**src/rtl/irq_arb_pkg.sv**
```systemverilog
package irq_arb_pkg;
  localparam int IDX_W = 8;

  typedef enum logic [1:0] {
    KIND_NONE = 2'd0,
    KIND_NMI  = 2'd1,
    KIND_BRK  = 2'd2,
    KIND_SRC  = 2'd3
  } srcKind_e;

  // clear strobes derived from the presented request and the accept
  typedef struct packed {
    logic             clrNmi;
    logic             clrBrk;
    logic             clrSrc;
    logic [IDX_W-1:0] clrIdx;
  } clrStrobes_t;

  // arbitration result loaded into the output registers
  typedef struct packed {
    srcKind_e         winKind;
    logic [IDX_W-1:0] winIdx;
  } selStrobes_t;
endpackage

```
**src/rtl/irq_arb_ctrl.sv**
```systemverilog
module irq_arb_ctrl
  import irq_arb_pkg::*;
#(
  parameter int NUM_SRC = 8
) (
  input  logic                     irqAccept,
  input  srcKind_e                 curKind,
  input  logic [IDX_W-1:0]         curIdx,
  input  logic                     nmiPendNext,
  input  logic                     brkPendNext,
  input  logic [NUM_SRC-1:0]       srcPendNext,
  input  logic [NUM_SRC-1:0]       srcEnable,
  input  logic                     iMask,
  output clrStrobes_t              clr,
  output selStrobes_t              sel
);
  logic accepted;
  logic [NUM_SRC-1:0] srcLive;
  logic srcFound;
  logic [IDX_W-1:0] srcBest;

  assign accepted = irqAccept && (curKind != KIND_NONE);

  always_comb begin
    clr.clrNmi = accepted && (curKind == KIND_NMI);
    clr.clrBrk = accepted && (curKind == KIND_BRK);
    clr.clrSrc = accepted && (curKind == KIND_SRC);
    clr.clrIdx = curIdx;
  end

  // peripheral candidates: pending, enabled, global mask open
  assign srcLive = srcPendNext & srcEnable & {NUM_SRC{!iMask}};

  // lowest index wins among peripherals
  always_comb begin
    srcFound = 1'b0;
    srcBest  = '0;
    for (int i = NUM_SRC - 1; i >= 0; i--) begin
      if (srcLive[i]) begin
        srcFound = 1'b1;
        srcBest  = IDX_W'(i);
      end
    end
  end

  always_comb begin
    sel.winIdx = '0;
    if (nmiPendNext)      sel.winKind = KIND_NMI;
    else if (brkPendNext) sel.winKind = KIND_BRK;
    else if (srcFound) begin
      sel.winKind = KIND_SRC;
      sel.winIdx  = srcBest;
    end else              sel.winKind = KIND_NONE;
  end
endmodule

```
**src/rtl/irq_arb_dp.sv**
```systemverilog
module irq_arb_dp
  import irq_arb_pkg::*;
#(
  parameter int NUM_SRC      = 8,
  parameter int VEC_W        = 6,
  parameter int NMI_VEC      = 2,
  parameter int BRK_VEC      = 3,
  parameter int SRC_VEC_BASE = 16
) (
  input  logic               clk,
  input  logic               rstN,
  input  logic [NUM_SRC-1:0] srcEvent,
  input  logic [NUM_SRC-1:0] flagClr,
  input  logic               nmiIn,
  input  logic               brkIn,
  input  clrStrobes_t        clr,
  input  selStrobes_t        sel,
  output logic               nmiPendNext,
  output logic               brkPendNext,
  output logic [NUM_SRC-1:0] srcPendNext,
  output srcKind_e           curKind,
  output logic [IDX_W-1:0]   curIdx,
  output logic               irqReq,
  output logic [VEC_W-1:0]   irqVec,
  output logic [NUM_SRC-1:0] flagOut
);
  logic nmiPrev, nmiPend, brkPend;
  logic [NUM_SRC-1:0] srcPend;
  logic [VEC_W-1:0] vecNext;

  // a new event has priority over any clear in the same cycle
  assign nmiPendNext = (nmiPend && !clr.clrNmi) || (nmiIn && !nmiPrev);
  assign brkPendNext = (brkPend && !clr.clrBrk) || brkIn;

  for (genvar i = 0; i < NUM_SRC; i++) begin : g_pend
    logic ackHit;
    assign ackHit = clr.clrSrc && (clr.clrIdx == IDX_W'(i));
    assign srcPendNext[i] = (srcPend[i] && !flagClr[i] && !ackHit) || srcEvent[i];
  end

  always_comb begin
    case (sel.winKind)
      KIND_NMI: vecNext = VEC_W'(NMI_VEC);
      KIND_BRK: vecNext = VEC_W'(BRK_VEC);
      KIND_SRC: vecNext = VEC_W'(SRC_VEC_BASE) + VEC_W'(sel.winIdx);
      default:  vecNext = '0;
    endcase
  end

  always_ff @(posedge clk) begin
    if (!rstN) begin
      nmiPrev <= 1'b0;
      nmiPend <= 1'b0;
      brkPend <= 1'b0;
      srcPend <= '0;
      curKind <= KIND_NONE;
      curIdx  <= '0;
      irqVec  <= '0;
    end else begin
      nmiPrev <= nmiIn;
      nmiPend <= nmiPendNext;
      brkPend <= brkPendNext;
      srcPend <= srcPendNext;
      curKind <= sel.winKind;
      curIdx  <= sel.winIdx;
      irqVec  <= vecNext;
    end
  end

  assign irqReq  = (curKind != KIND_NONE);
  assign flagOut = srcPend;
endmodule

```
**src/rtl/irq_arbiter.sv**
```systemverilog
module irq_arbiter
  import irq_arb_pkg::*;
#(
  parameter int NUM_SRC      = 8,
  parameter int VEC_W        = 6,
  parameter int NMI_VEC      = 2,
  parameter int BRK_VEC      = 3,
  parameter int SRC_VEC_BASE = 16
) (
  input  logic               clk,
  input  logic               rstN,
  input  logic [NUM_SRC-1:0] srcEvent,
  input  logic [NUM_SRC-1:0] srcEnable,
  input  logic [NUM_SRC-1:0] flagClr,
  input  logic               nmiIn,
  input  logic               brkIn,
  input  logic               iMask,
  input  logic               irqAccept,
  output logic               irqReq,
  output logic [VEC_W-1:0]   irqVec,
  output logic [NUM_SRC-1:0] flagOut
);
  clrStrobes_t clr;
  selStrobes_t sel;
  logic nmiPendNext, brkPendNext;
  logic [NUM_SRC-1:0] srcPendNext;
  srcKind_e curKind;
  logic [IDX_W-1:0] curIdx;

  irq_arb_ctrl #(.NUM_SRC(NUM_SRC)) ctrl_i (
    .irqAccept  (irqAccept),
    .curKind    (curKind),
    .curIdx     (curIdx),
    .nmiPendNext(nmiPendNext),
    .brkPendNext(brkPendNext),
    .srcPendNext(srcPendNext),
    .srcEnable  (srcEnable),
    .iMask      (iMask),
    .clr        (clr),
    .sel        (sel)
  );

  irq_arb_dp #(
    .NUM_SRC(NUM_SRC), .VEC_W(VEC_W), .NMI_VEC(NMI_VEC),
    .BRK_VEC(BRK_VEC), .SRC_VEC_BASE(SRC_VEC_BASE)
  ) dp_i (
    .clk        (clk),
    .rstN       (rstN),
    .srcEvent   (srcEvent),
    .flagClr    (flagClr),
    .nmiIn      (nmiIn),
    .brkIn      (brkIn),
    .clr        (clr),
    .sel        (sel),
    .nmiPendNext(nmiPendNext),
    .brkPendNext(brkPendNext),
    .srcPendNext(srcPendNext),
    .curKind    (curKind),
    .curIdx     (curIdx),
    .irqReq     (irqReq),
    .irqVec     (irqVec),
    .flagOut    (flagOut)
  );
endmodule

```
**config.mk**
```make
export PLATFORM = sky130hd
export DESIGN_NAME = irq_arbiter
export DESIGN_NICKNAME = d
export VERILOG_FILES = /design/src/rtl/irq_arb_pkg.sv /design/src/rtl/irq_arb_ctrl.sv /design/src/rtl/irq_arb_dp.sv /design/src/rtl/irq_arbiter.sv
export SDC_FILE = /design/constraint.sdc
export NUM_CORES = 1
export LEC_CHECK = 0
export CAP_MARGIN = 10
export CORE_UTILIZATION = 40
export DETAILED_ROUTE_END_ITERATION = 12
export PLACE_DENSITY = 0.78
export REMOVE_ABC_BUFFERS = 1
export SYNTH_ARGS = -nofsm -noshare
export SYNTH_HDL_FRONTEND = slang
export SYNTH_SLANG_ARGS = --single-unit
```
**constraint.sdc**
```tcl
create_clock -name clk -period 1.96 [get_ports clk]
set_input_delay 0.196 -clock clk [delete_from_list [all_inputs] [get_ports clk]]
set_output_delay 0.196 -clock clk [all_outputs]
set_load 0.02 [all_outputs]
```
# [Yosys cells after proc, flatten, opt, wreduce, memory -nomap -nowiden]
# Index checks and enable logic that the tools add are counted.
[word_totals] register_bits=27 in_bits=30 output_inout_bits=15 elab_cells=113
[op_classes] n_addsub=1 n_eq_ne=13 muxes=23 bitwise=4 n_reduce_logical=64
[op_table] cell="$eq A8 B3 Y1 const B" n=4
[op_table] cell="$logic_and A1 B1 Y1" n=31
[op_table] cell="$mux W3" n=8
[op_table] cell="$logic_not A1 Y1" n=20
[op_table] cell="$mux W6" n=3
[op_table] cell="$pmux W6 S3" n=1
[op_table] cell="$and A8 B8 Y8" n=2
[op_table] cell="$eq A8 B2 Y1 const B" n=2
[op_table] cell="$reduce_or A11 Y1" n=1
[op_table] cell="$logic_or A1 B1 Y1" n=10
[op_table] cell="$eq A2 B2 Y1 const B" n=4
[op_table] cell="$eq A8 B1 Y1 const B" n=1
[op_table] cell="$logic_not A8 Y1" n=1
[op_table] cell="$mux W1" n=8
[op_table] cell="$add A5 B6 Y6 const A" n=1
[op_table] cell="$mux W2" n=3
[op_table] cell="$eq A2 B1 Y1 const B" n=2
[op_table] cell="$not A1 Y1" n=2
[op_table] cell="$reduce_bool A2 Y1" n=1

# [Depth between registers and ports, before layout]
[logic_depth] depth_word=22 ltp_mapped=6 ltp_nobuf=5

# [Cells and area by module]
# Synthesis repeated with hierarchy kept, for this count alone.
[unflattened] cells_unflattened=152 area_unflattened_um2=1325.0
[by_module_without_submodules] mod="irq_arb_dp" n_inst=1 cells_each=107 area_each_um2=1049.8 seq_area_each_um2=540.5
[by_module_without_submodules] mod="irq_arb_ctrl" n_inst=1 cells_each=45 area_each_um2=275.3 seq_area_each_um2=0.0

# [Least setup slack after synthesis]
# No wires, ideal clock.
[synth_path] path_type="flip-flop to flip-flop" from="register dp_i.curKind[1]" to="register dp_i.irqVec[0]" setup_ns=0.084 arrival_time_ns=1.593 path_slack_ns=0.283 stages_incl_launch_ff=6 path_buffers=0 synth_period_minus_slack_ns=1.677 path_cell_list="dfxtp_1 -> nand4b_2 -> or4_4 -> a221oi_2 -> a211oi_1 -> o31ai_2"
[synth_via] elab_chain_len=22 word_cells_on_any_way=75
[synth_rtl] item="start, declared" line_no="irq_arb_dp.sv:21" rtl="output srcKind_e curKind,"
[synth_rtl] item="start signal, assigned" line_no="irq_arb_dp.sv:64" rtl="curKind <= sel.winKind;"
[synth_rtl] item="$reduce_bool A2 Y1" line_no="irq_arb_ctrl.sv:22" rtl="assign accepted = irqAccept && (curKind != KIND_NONE);"
[synth_rtl] item="$logic_and A1 B1 Y1" line_no="irq_arb_ctrl.sv:22"
[synth_rtl] item="$logic_and A1 B1 Y1" line_no="irq_arb_ctrl.sv:27" rtl="clr.clrSrc = accepted && (curKind == KIND_SRC);"
[synth_rtl] item="$logic_and A1 B1 Y1" line_no="irq_arb_dp.sv:37" rtl="assign ackHit = clr.clrSrc && (clr.clrIdx == IDX_W'(i));"
[synth_rtl] item="$logic_not A1 Y1" line_no="irq_arb_dp.sv:38" rtl="assign srcPendNext[i] = (srcPend[i] && !flagClr[i] && !ackHit) || srcEvent[i];"
[synth_rtl] item="$logic_and A1 B1 Y1" line_no="irq_arb_dp.sv:38"
[synth_rtl] item="$logic_or A1 B1 Y1" line_no="irq_arb_dp.sv:38"
[synth_rtl] item="$and A8 B8 Y8 (2 in a row)" line_no="irq_arb_ctrl.sv:32" rtl="assign srcLive = srcPendNext & srcEnable & {NUM_SRC{!iMask}};"
[synth_rtl] item="$mux W3 / $mux W1 (equally long branches) (8 in a row)" line_no="irq_arb_ctrl.sv:39" rtl="if (srcLive[i]) begin"
[synth_rtl] item="$mux W6 / $mux W2 (equally long branches)" line_no="irq_arb_ctrl.sv:50" rtl="else if (srcFound) begin"
[synth_rtl] item="$mux W6 / $mux W2 (equally long branches)" line_no="irq_arb_ctrl.sv:49" rtl="else if (brkPendNext) sel.winKind = KIND_BRK;"
[synth_rtl] item="$mux W6 / $mux W2 (equally long branches)" line_no="irq_arb_ctrl.sv:48" rtl="if (nmiPendNext) sel.winKind = KIND_NMI;"
[synth_rtl] item="$add A5 B6 Y6 (tied with other cells)" line_no="irq_arb_dp.sv:45" rtl="KIND_SRC: vecNext = VEC_W'(SRC_VEC_BASE) + VEC_W'(sel.winIdx);"
[synth_rtl] item="$pmux W6 S3 (*)" line_no="irq_arb_dp.sv:42" rtl="case (sel.winKind)"
[synth_rtl] item="end signal, assigned" line_no="irq_arb_dp.sv:66" rtl="irqVec <= vecNext;"
[synth_rtl] item="end, declared" line_no="irq_arb_dp.sv:24" rtl="output logic [VEC_W-1:0] irqVec,"
# Every way passes the cells marked *; elsewhere a longest branch is shown, timed or not.
# A chain may end at the register's enable or synchronous reset.

# [Worst setup path after layout]
[layout_path] from="register dp_i.curKind[0]" to="register dp_i.curKind[0]"
[layout_via] elab_chain_len=20 word_cells_on_any_way=59
[layout_rtl] item="$reduce_bool A2 Y1" line_no="irq_arb_ctrl.sv:22"
[layout_rtl] item="$logic_and A1 B1 Y1" line_no="irq_arb_ctrl.sv:22"
[layout_rtl] item="$logic_and A1 B1 Y1" line_no="irq_arb_ctrl.sv:27"
[layout_rtl] item="$logic_and A1 B1 Y1" line_no="irq_arb_dp.sv:37"
[layout_rtl] item="$logic_not A1 Y1" line_no="irq_arb_dp.sv:38"
[layout_rtl] item="$logic_and A1 B1 Y1" line_no="irq_arb_dp.sv:38"
[layout_rtl] item="$logic_or A1 B1 Y1" line_no="irq_arb_dp.sv:38"
[layout_rtl] item="$and A8 B8 Y8 (2 in a row)" line_no="irq_arb_ctrl.sv:32"
[layout_rtl] item="$mux W1 (8 in a row)" line_no="irq_arb_ctrl.sv:39"
[layout_rtl] item="$mux W2" line_no="irq_arb_ctrl.sv:50"
[layout_rtl] item="$mux W2" line_no="irq_arb_ctrl.sv:49"
[layout_rtl] item="$mux W2 (*)" line_no="irq_arb_ctrl.sv:48"
# Marked as above.

==> flow_metrics.py <==
metrics = {
    "critical_path": {
        "r2r_cells": 6,
        "critical_path_class": "flip-flop to flip-flop",
        "r2r_setup_slack_ns": 0.09,
        "crit_required_ns": 2.16,
        "crit_arrival_ns": 2.07,
        "crit_fanout": 8,
        "start_kind": "flip-flop",
        "r2r-end": "dp_i.curKind[0]",
        "critPathSlowestCell": "dfxtp_1",
        "cp_cell_sequence": "nand4_1 > buf_4 > nor3_1 > a32oi_1 > and3b_1 > a31oi_1",
        "end_kind": "flip-flop",
        "reg2reg_from": "dp_i.curKind[0]",
        "critPathMaxStageDelay_ns": 0.47,
    },
    "routing": {
        "drc": 0,
        "firstDrtPassIters": 4,
        "routed_wl_um": 3310,
        "drt-initial-drc-count": 25,
        "drt-vias-per-instance": 5.55,
        "wire_per_inst_um": 14.6,
        "via_count": 1260,
        "ant_nets": 0,
    },
    "sta": {
        "layout_setup_ws_ns": 0.0853,
        "setup_viol": 0,
        "timing.final.hold_violations": 0,
        "max_slew_margin": 0.559,
        "max_freq_mhz": 533,
        "holdWs_ns": 0.459,
        "final.setup.tns_ns": 0,
        "tightest_slew_ns": 0.655,
        "slew_violations": 0,
        "fin_crit_sh": 0.956,
        "fin_crit_ns": 1.87,
        "fin_skew_ns": 0.00503,
    },
    "grt": {
        "grt_max_degree": 13,
        "grt_pass1_wl_um": 5340,
        "grt_pass1_vias": 1240,
        "grtUsageTotal": 0.217,
        "grt_antenna_before_repair": 0,
        "gr-total-overflow": 0,
    },
    "place": {
        "numPlacedInstances": 223,
        "dp_hpwl_um": 2570,
        "pre_cts_slack_ns": -0.219,
        "portBuffers": 42,
        "place.gp.congestion": 0.887,
        "post_dp_cell_area_sq_um": 1710,
    },
    "yosys": {
        "syn_avg_cell_area_sq_um": 8.37,
        "ys_warn_count": 0,
        "yosysSeqAreaShare": 0.349,
        "yosys.cell_types.count": 43,
        "synthCells": 137,
        "synth.cell_area_sq_um": 1150,
        "synth-edff-count": 0,
        "synth_seq_cells": 20,
        "synthArstFlopShare": 0,
        "synth_ff_type": "dfxtp_1",
    },
    "cts": {
        "cts_tree": "built",
        "path_clk_slew_ns": 0.12,
        "cts_buffer_depth": 2,
        "root_buffer": "clkbuf_4",
        "clkLatencyLatePin_ns": 0.31,
        "cts.sink_count": 20,
        "htreeDepth": 1,
        "numCtsBuffers": 3,
    },
    "power": {
        "p_total_mw": 1.08,
        "switchingPower_mw": 0.286,
        "p_leak_nw": 0.711,
        "p_clk_frac": 0.324,
        "internal_power_mw": 0.791,
        "vdd_drop_max_uv": 470,
        "pwr-share-comb": 0.256,
        "switching_share": 0.266,
        "power_density_nw_per_um2": 603,
        "seq_power_share": 0.421,
    },
    "floorplan": {
        "die_h_um": 55.5,
        "fp-row-count": 19,
        "dieArea_sq_um": 3080,
        "dieWidth_um": 55.5,
        "initial_core_util": 0.419,
        "io_pins": 45,
        "coreArea_sq_um": 2730,
    },
    "worst_hold_path": {
        "min_to": "dp_i.nmiPrev",
        "min_path_cells": 2,
        "hold_path_startpoint": "nmiIn",
        "holdCritPathClass": "input port to flip-flop",
    },
    "final_layout": {
        "syn_to_final_growth_pct": 55.9,
        "diodes": 0,
        "stdcell_count": 227,
        "filler_cell_count": 232,
        "final_area_sq_um": 1790,
        "final_util": 0.654,
        "finalNetCount": 227,
        "drive_gt1_frac": 0.163,
    },
    "run_status": {
        "outcome": "finished clean",
    },
    "job": {
        "maxCapViolations": 0,
    },
}
[cells by family (layout without fill, tap and decap cells)]
logic type             after synthesis  after routing  synth area share
AOI/OAI and AO/OA                   44             44             0.273
other                                1              2           0.00327
buffers and inverters               13             71            0.0513
DFF                                 20             20             0.349
and+or+nand+nor                     59             59             0.323
[what timing repair did]
action                     4_1_cts  5_1_grt
setup buffers                    0        0
setup endpoints to repair        0        9
hold buffers                     0        0
resized for setup                0        7
[power groups by stage]
stage | clock network, mW | registers [mW] | logic (mW)
floorplan | 0 | 0.480 | 0.0997
global placement | 0 | 0.461 | 0.263
detailed placement | 0 | 0.461 | 0.268
CTS | 0.354 | 0.452 | 0.270
global route | 0.370 | 0.457 | 0.294
finish | 0.349 | 0.453 | 0.276
[cell usage after synthesis (all sizes together) (4+ instances only)]
cell type / n / area (sq um)
a21oi: 6 / 30.0
a31oi: 4 / 25.0
buf: 4 / 25.0
dfxtp: 20 / 400
inv: 8 / 30.0
nand2: 6 / 22.5
nand2b: 9 / 56.3
nor2: 5 / 18.8
nor2b: 12 / 75.1
nor4: 6 / 37.5
o21a: 5 / 37.5
o21ai: 7 / 35.0
o31ai: 4 / 35.0
[critical path: cells and delay by family, from the launching register on]
kind | cells | cell delay, ns
AND/OR/NAND/NOR | 3 | 0.78
flip-flops | 1 | 0.47
AO/OA/AOI/OAI | 2 | 0.29
buffers and inverters | 1 | 0.22
[layout make-up]
type | instances | area [sq um] | share of cell area
inverters | 8 | 30.0 | 0.0168
clock inverters | 1 | 30.0 | 0.0168
multi-input cells | 105 | 712 | 0.398
clock buffers | 3 | 22.5 | 0.0126
flip-flops and latches | 20 | 403 | 0.225
well taps | 31 | 38.8 | 0.0217
repair buffers | 59 | 551 | 0.308
[per-layer routing]
metal  wire length, um  GRT usage  vias to the layer above  part of all wire
li1                  -          -                      622                 -
met1              1450      0.252                      596              0.44
met2              1690      0.380                       34              0.51
met3               113     0.0422                        8             0.034
met4                51      0.104                        0             0.015
met5                 0          0                        -                 0
[state kept, by name (all words and copies together), names as in the netlist]
| name | flops |
|---|---|
| dp_i.nmiPend | 1 |
| dp_i.curKind | 2 |
| dp_i.curIdx | 3 |
| dp_i.irqVec | 4 |
| dp_i.brkPend | 1 |
| dp_i.nmiPrev | 1 |
| dp_i.flagOut | 8 |
[worst max-delay path by stage]
| stage | slack (ns) | end | from | cells after the start |
|---|---|---|---|---|
| after global routing | -0.05 | dp_i.irqVec[1] | dp_i.curKind[0] | 5 |
| final | 0.09 | dp_i.curKind[0] | dp_i.curKind[0] | 6 |
| after floorplan | 0.20 | dp_i.irqVec[0] | dp_i.curIdx[2] | 5 |
| after detailed placement | -0.22 | dp_i.irqVec[0] | irqAccept | 6 |
| after CTS | 0.08 | dp_i.curIdx[0] | dp_i.curKind[1] | 5 |
| after global placement | -0.14 | dp_i.irqVec[0] | irqAccept | 6 |
[layout by cell type, fill, tap and decap left out, types with 2 or more instances in the layout]
cell             instances
clkdlybuf4s50_1         41
dfxtp_1                 18
buf_4                   17
nor2b_1                 12
nand2b_1                 9
inv_1                    8
o21ai_0                  7
a21oi_1                  6
nand2_1                  6
nor4_1                   6
o21a_1                   5
nor2_1                   5
a31oi_1                  4
and2_1                   3
nor3_1                   3
and3b_1                  3
a21boi_0                 3
clkbuf_4                 3
o31a_1                   2
nand3b_1                 2
a21o_1                   2
o22ai_1                  2
a211oi_2                 2
o31ai_2                  2
o31ai_1                  2
conb_1                   2
dfxtp_2                  2
Note: power is estimated with default switching activity, not from simulation.
